==> config.mk <==
export PLATFORM = sky130hd
export DESIGN_NAME = stx_master_tx
export DESIGN_NICKNAME = d
export VERILOG_FILES = /design/src/rtl/stx_pkg.sv /design/src/rtl/stx_phase_timer.sv /design/src/rtl/stx_hold_buf.sv /design/src/rtl/stx_shifter.sv /design/src/rtl/stx_master_tx.sv
export SDC_FILE = /design/constraint.sdc
export NUM_CORES = 1
export LEC_CHECK = 0
export CORE_MARGIN = 5
export CORE_UTILIZATION = 45
export DETAILED_ROUTE_END_ITERATION = 10
export DONT_BUFFER_PORTS = 1
export PLACE_DENSITY = 0.63
export REMOVE_ABC_BUFFERS = 1
export SETUP_SLACK_MARGIN = 0.3
export SYNTH_ARGS = -nofsm -noshare
export SYNTH_HDL_FRONTEND = slang
export SYNTH_SLANG_ARGS = --single-unit
export TNS_END_PERCENT = 30
==> constraint.sdc <==
create_clock -name clk -period 7.5 [get_ports clk]
set_input_delay 1.5 -clock clk [delete_from_list [all_inputs] [get_ports clk]]
set_output_delay 1.5 -clock clk [all_outputs]
set_load 0.05 [all_outputs]
==> src/rtl/stx_pkg.sv <==
package stx_pkg;

  typedef struct packed {
    logic       b9;
    logic [7:0] d;
  } stx_word_t;

  // clocks spent at one level of the serial clock
  function automatic int unsigned stx_half_len(input int unsigned div);
    return 2 * (div + 1);
  endfunction

  // index of the final bit in a word
  function automatic logic [3:0] stx_last_idx(input logic ext);
    return ext ? 4'd8 : 4'd7;
  endfunction

endpackage

==> src/rtl/stx_phase_timer.sv <==
module stx_phase_timer
  import stx_pkg::*;
#(
  parameter int DIV_W = 8
) (
  input  logic             clk,
  input  logic             rst_n,
  input  logic             run,
  input  logic             restart,
  input  logic [DIV_W-1:0] div,
  output logic             half_end
);
  localparam int CNT_W = DIV_W + 2;

  logic [CNT_W-1:0] cnt;
  logic [CNT_W-1:0] last_c;

  assign last_c   = CNT_W'(stx_half_len(32'(div)) - 1);
  assign half_end = run && (cnt == last_c);

  always_ff @(posedge clk) begin
    if (!rst_n) begin
      cnt <= '0;
    end else if (restart || !run || half_end) begin
      cnt <= '0;
    end else begin
      cnt <= cnt + 1'b1;
    end
  end

endmodule

==> src/rtl/stx_hold_buf.sv <==
module stx_hold_buf
  import stx_pkg::*;
(
  input  logic      clk,
  input  logic      rst_n,
  input  logic      wr_valid,
  input  stx_word_t wr_word,
  input  logic      take,
  output logic      full,
  output stx_word_t word
);

  always_ff @(posedge clk) begin
    if (!rst_n) begin
      full <= 1'b0;
      word <= '0;
    end else begin
      if (wr_valid) begin
        full <= 1'b1;
        word <= wr_word;
      end else if (take) begin
        full <= 1'b0;
      end
    end
  end

endmodule

==> src/rtl/stx_shifter.sv <==
module stx_shifter
  import stx_pkg::*;
(
  input  logic      clk,
  input  logic      rst_n,
  input  logic      tx_en,
  input  logic      ninth_en,
  input  logic      hold_full,
  input  stx_word_t hold_word,
  input  logic      half_end,
  output logic      busy,
  output logic      sck_act,
  output logic      sdo,
  output logic      xfer
);
  logic [8:0] sr;
  logic [3:0] bit_idx;
  logic [3:0] last_idx;
  logic       bit_end;
  logic       word_end;

  assign bit_end  = busy && !sck_act && half_end;
  assign word_end = bit_end && (bit_idx == last_idx);
  assign xfer     = tx_en && hold_full && (!busy || word_end);
  assign sdo      = busy & sr[0];

  always_ff @(posedge clk) begin
    if (!rst_n) begin
      busy     <= 1'b0;
      sck_act  <= 1'b0;
      sr       <= '0;
      bit_idx  <= '0;
      last_idx <= 4'd7;
    end else if (!tx_en) begin
      busy    <= 1'b0;
      sck_act <= 1'b0;
    end else if (xfer) begin
      busy     <= 1'b1;
      sck_act  <= 1'b1;
      sr       <= hold_word;
      bit_idx  <= '0;
      last_idx <= stx_last_idx(ninth_en);
    end else if (word_end) begin
      busy    <= 1'b0;
      sck_act <= 1'b0;
    end else if (busy && half_end) begin
      sck_act <= ~sck_act;
      if (bit_end) begin
        sr      <= {1'b0, sr[8:1]};
        bit_idx <= bit_idx + 1'b1;
      end
    end
  end

endmodule

==> src/rtl/stx_master_tx.sv <==
module stx_master_tx
  import stx_pkg::*;
#(
  parameter int DIV_W = 8
) (
  input  logic             clk,
  input  logic             rst_n,
  input  logic             tx_en,
  input  logic             ninth_en,
  input  logic             clk_pol,
  input  logic             int_en,
  input  logic [DIV_W-1:0] baud_div,
  input  logic             wr_valid,
  input  logic [7:0]       wr_data,
  input  logic             wr_bit9,
  output logic             sck_out,
  output logic             sdo_out,
  output logic             buf_empty,
  output logic             tsr_empty,
  output logic             irq
);
  stx_word_t wr_word;
  stx_word_t hold_word;
  logic      hold_full;
  logic      xfer_evt;
  logic      half_end;
  logic      busy;
  logic      sck_act;

  assign wr_word = '{b9: wr_bit9, d: wr_data};

  stx_hold_buf u_hold (
    .clk      (clk),
    .rst_n    (rst_n),
    .wr_valid (wr_valid),
    .wr_word  (wr_word),
    .take     (xfer_evt),
    .full     (hold_full),
    .word     (hold_word)
  );

  stx_phase_timer #(.DIV_W(DIV_W)) u_timer (
    .clk      (clk),
    .rst_n    (rst_n),
    .run      (busy),
    .restart  (xfer_evt),
    .div      (baud_div),
    .half_end (half_end)
  );

  stx_shifter u_shift (
    .clk       (clk),
    .rst_n     (rst_n),
    .tx_en     (tx_en),
    .ninth_en  (ninth_en),
    .hold_full (hold_full),
    .hold_word (hold_word),
    .half_end  (half_end),
    .busy      (busy),
    .sck_act   (sck_act),
    .sdo       (sdo_out),
    .xfer      (xfer_evt)
  );

  assign sck_out   = clk_pol ^ sck_act;
  assign buf_empty = ~hold_full;
  assign tsr_empty = ~busy;
  assign irq       = buf_empty & int_en;

endmodule

==> flow_summary.toml <==
[synthesis]
synth_area_leaders = "dfxtp_1, nor2_1, xnor2_1, mux2i_1, a221o_1"
async_flop_share_pct = 0
yosysTopAreaCell = "dfxtp_1"
seq_area_frac_synth_pct = 35.88
syn_area_per_cell_um2 = 8.711
synth_top_area_share_pct = 35.88
yosysWarnings = 0
syn_area_um2 = 2064
synth_cell_types = 46
synthCells = 237
synth-main-ff-cell = "dfxtp_1"
synth_edf_count = 0
yosys_register_bits = 37

[critical_path]
critPathKind = "in2reg"
crit_slowest_cell = "a31o_1"
rrSetupSlack_ns = 4.98
path_max_fanout = 18
rr_endpoint = "u_shift.sr[2]"
crit_buf_inv = 0
crit_path_end_kind = "flip-flop"
start_kind = "input pin"
cp_cell_sequence = "ha_1 > nor2b_1 > o211ai_1 > a211o_1 > o2111ai_1 > o211a_1 > nand4_2 > a31o_1 > a221o_1"
crit_end = "u_shift.sr[2]"
rr_worst_depth = 7
cpPeakStageDelay_ns = 0.48
cp_top_family = "compound AO/OA/AOI/OAI gates"
critPathLaunch = "baud_div[0]"
timing.rr.start = "u_timer.cnt[4]"
crit_arrival_ns = 4.14
worst-path-stages = 9
required_ns = 7.67

[sta]
tightestPinTransition_ns = 0.9912
hold_viol_final = 0
setup-violations-final = 0
fin_crit_ns = 3.964
fmax_ghz = 0.2523
fin_tns_setup_ns = 0
fin_crit_sh_pct = 52.85
drv_slew = 0
finClkSkew_ns = 0.01006
rsz0062_at_grt = "no"
slew-limit-headroom_pct = 33.69

[power_and_ir_drop]
netSwitchingFraction_pct = 22.96
vdd_drop_max_v = 0.0001162
leakage_nw = 0.7819
pwr-share-seq_pct = 48.6
total_power_w = 0.0004231
comb_power_share_pct = 9.8
p_per_area_nw_per_um2 = 192.9
p_int_w = 0.0003260
power.switching_w = 0.00009716
p_clk_share_pct = 41.6

[floorplan]
initial_core_util_pct = 46.77
pin_count = 29
die_y_um = 77.73
num_rows = 24
die-area_um2 = 6042
die_x_um = 77.73
core-area_um2 = 4414

[place]
io_buffers = 0
dpl.hpwl_um = 2942
place.gp.congestion = 0.7472

[cts]
clockBufferDepth = 2
hold_buffers = 0
postCtsSetupBuffers = 0
post_cts_resized = 0
numCtsBuffers = 5
path_clk_slew_ns = 0.08
cts_tree = "built"
clock_sinks = 37
cts-root-buf = "clkbuf_8"
htree_levels = 2
clkLatencyLatePin_ns = 0.29

[final_layout]
nNetsFinal = 262
diodes = 0
fillers = 436
final_layout_size_suffix_gt1_share_pct = 5.508
synthToLayoutAreaGrowth_pct = 6.242

[grt]
grt_max_degree = 19
track_usage_pct = 14.00
overflow = 0
grt_pass1_vias = 1547
grt_pass1_wl_um = 7065
antenna_found_initial = 0

[routing]
via_count = 1623
routed_wl_um = 3952
vias_per_cell = 5.635
dr.pass1.iters = 4
drcViolationCount = 0
wl_per_cell_um = 13.72
drt_iter0_drc = 106
ant_nets = 0

[run_status]
outcome = "finished clean"

[min_path]
hp-class = "reg2reg"

[job]
drv_cap = 0
cells in the final DEF, fill, tap and decap left out, types with 2 or more instances in the layout:
master / count
dfxtp_1: 37
nor2_1: 33
inv_1: 19
nand3_1: 13
nor3_1: 13
xnor2_1: 12
nand2_1: 11
xor2_1: 9
mux2i_1: 9
a221o_1: 8
o21ai_0: 6
clkbuf_8: 6
o211ai_1: 5
or3_1: 5
a21oi_1: 5
o21a_1: 4
nand4_1: 3
o2111ai_1: 3
or4_1: 3
ha_1: 3
and2_1: 2
nor2b_1: 2
a211oi_1: 2
stage by stage:
stage | cell area (um2) | cells | util [%] | worst slack [ns] | hold WS (ns)
finish | 2193 | 288 | 49.69 | 3.536 | 0.4637
detailed placement | 2077 | 280 | 47.05 | 3.228 | 0.4499
global route | 2193 | 288 | 49.69 | 3.306 | 0.4940
floorplan | 2012 | 228 | - | 3.587 | 0.4323
CTS | 2193 | 288 | 49.69 | 3.541 | 0.4718
global placement | 2077 | 280 | 47.05 | 3.302 | 0.4486
worst min-delay path, cell delays in order, from the launching register on:
cell	delay [ns]
dfxtp_1	0.31
nand2_1	0.05
o2bb2ai_1	0.06
kinds of logic (layout without fill, tap and decap cells):
logic type                 Yosys count  after routing  synth area share, %
and+or+nand+nor                     92             92                22.36
adders and majority gates            3              3                1.818
DFF                                 37             37                35.88
AOI/OAI and AO/OA                   45             45                18.85
buffers and inverters               28             27                6.000
xor gates and xnor gates            22             22                10.00
muxes                               10             10                5.091
cell type report:
type / instances / area [um2] / area share, %
multi-input cells: 172 / 1200 / 54.71
flip-flops and latches: 37 / 740.7 / 33.77
clock buffers: 7 / 86.33 / 3.936
inverters: 19 / 71.32 / 3.252
well taps: 52 / 65.06 / 2.966
clock inverters: 1 / 30.03 / 1.369
sequential cells by signal (all words and copies together) (netlist names):
signal	count
u_timer.cnt	10
u_shift.bit_idx	4
u_hold.full	1
u_hold.word	9
u_shift.sck_act	1
u_shift.sr	9
u_shift.last_idx	2
u_shift.busy	1
worst min-delay path by stage:
stage                    from            end  slack, ns  cells past startpoint
2_1_floorplan   u_shift.sr[8]  u_shift.sr[8]       0.43                      1
3_3_place_gp    u_shift.sr[8]  u_shift.sr[8]       0.45                      1
3_5_place_dp    u_shift.sr[8]  u_shift.sr[8]       0.45                      1
4_1_cts        u_hold.word[8]  u_shift.sr[8]       0.47                      2
5_1_grt         u_shift.sr[0]  u_shift.sr[0]       0.49                      1
6_report       u_hold.word[8]  u_shift.sr[8]       0.46                      2
cell usage after synthesis (3+ instances only):
| cell | n |
|---|---|
| dfxtp_1 | 37 |
| nor2_1 | 33 |
| inv_1 | 19 |
| nand3_1 | 13 |
| nor3_1 | 13 |
| xnor2_1 | 12 |
| nand2_1 | 11 |
| mux2i_1 | 9 |
| xor2_1 | 9 |
| a221o_1 | 8 |
| o21ai_0 | 6 |
| a21oi_1 | 5 |
| o211ai_1 | 5 |
| or3_1 | 5 |
| clkbuf_1 | 4 |
| o21a_1 | 4 |
| buf_2 | 3 |
| ha_1 | 3 |
| nand4_1 | 3 |
| o2111ai_1 | 3 |
| or4_1 | 3 |
metal layers:
layer | track usage [%] | part of all wire (%) | routed length [um]
met1 | 18.87 | 48 | 1882
met2 | 21.37 | 46 | 1821
met3 | 4.861 | 5.2 | 204
met4 | 3.608 | 1.1 | 44
met5 | 0 | 0 | 0
power groups by stage:
stage	clock, W	sequential [W]	combinational, W
after floorplan	0	0.000209	0.0000362
after global placement	0	0.000210	0.0000413
after detailed placement	0	0.000210	0.0000419
after CTS	0.000182	0.000206	0.0000420
after global routing	0.000192	0.000206	0.0000462
final	0.000176	0.000206	0.0000416
Note: power is estimated with default switching activity, not from simulation.
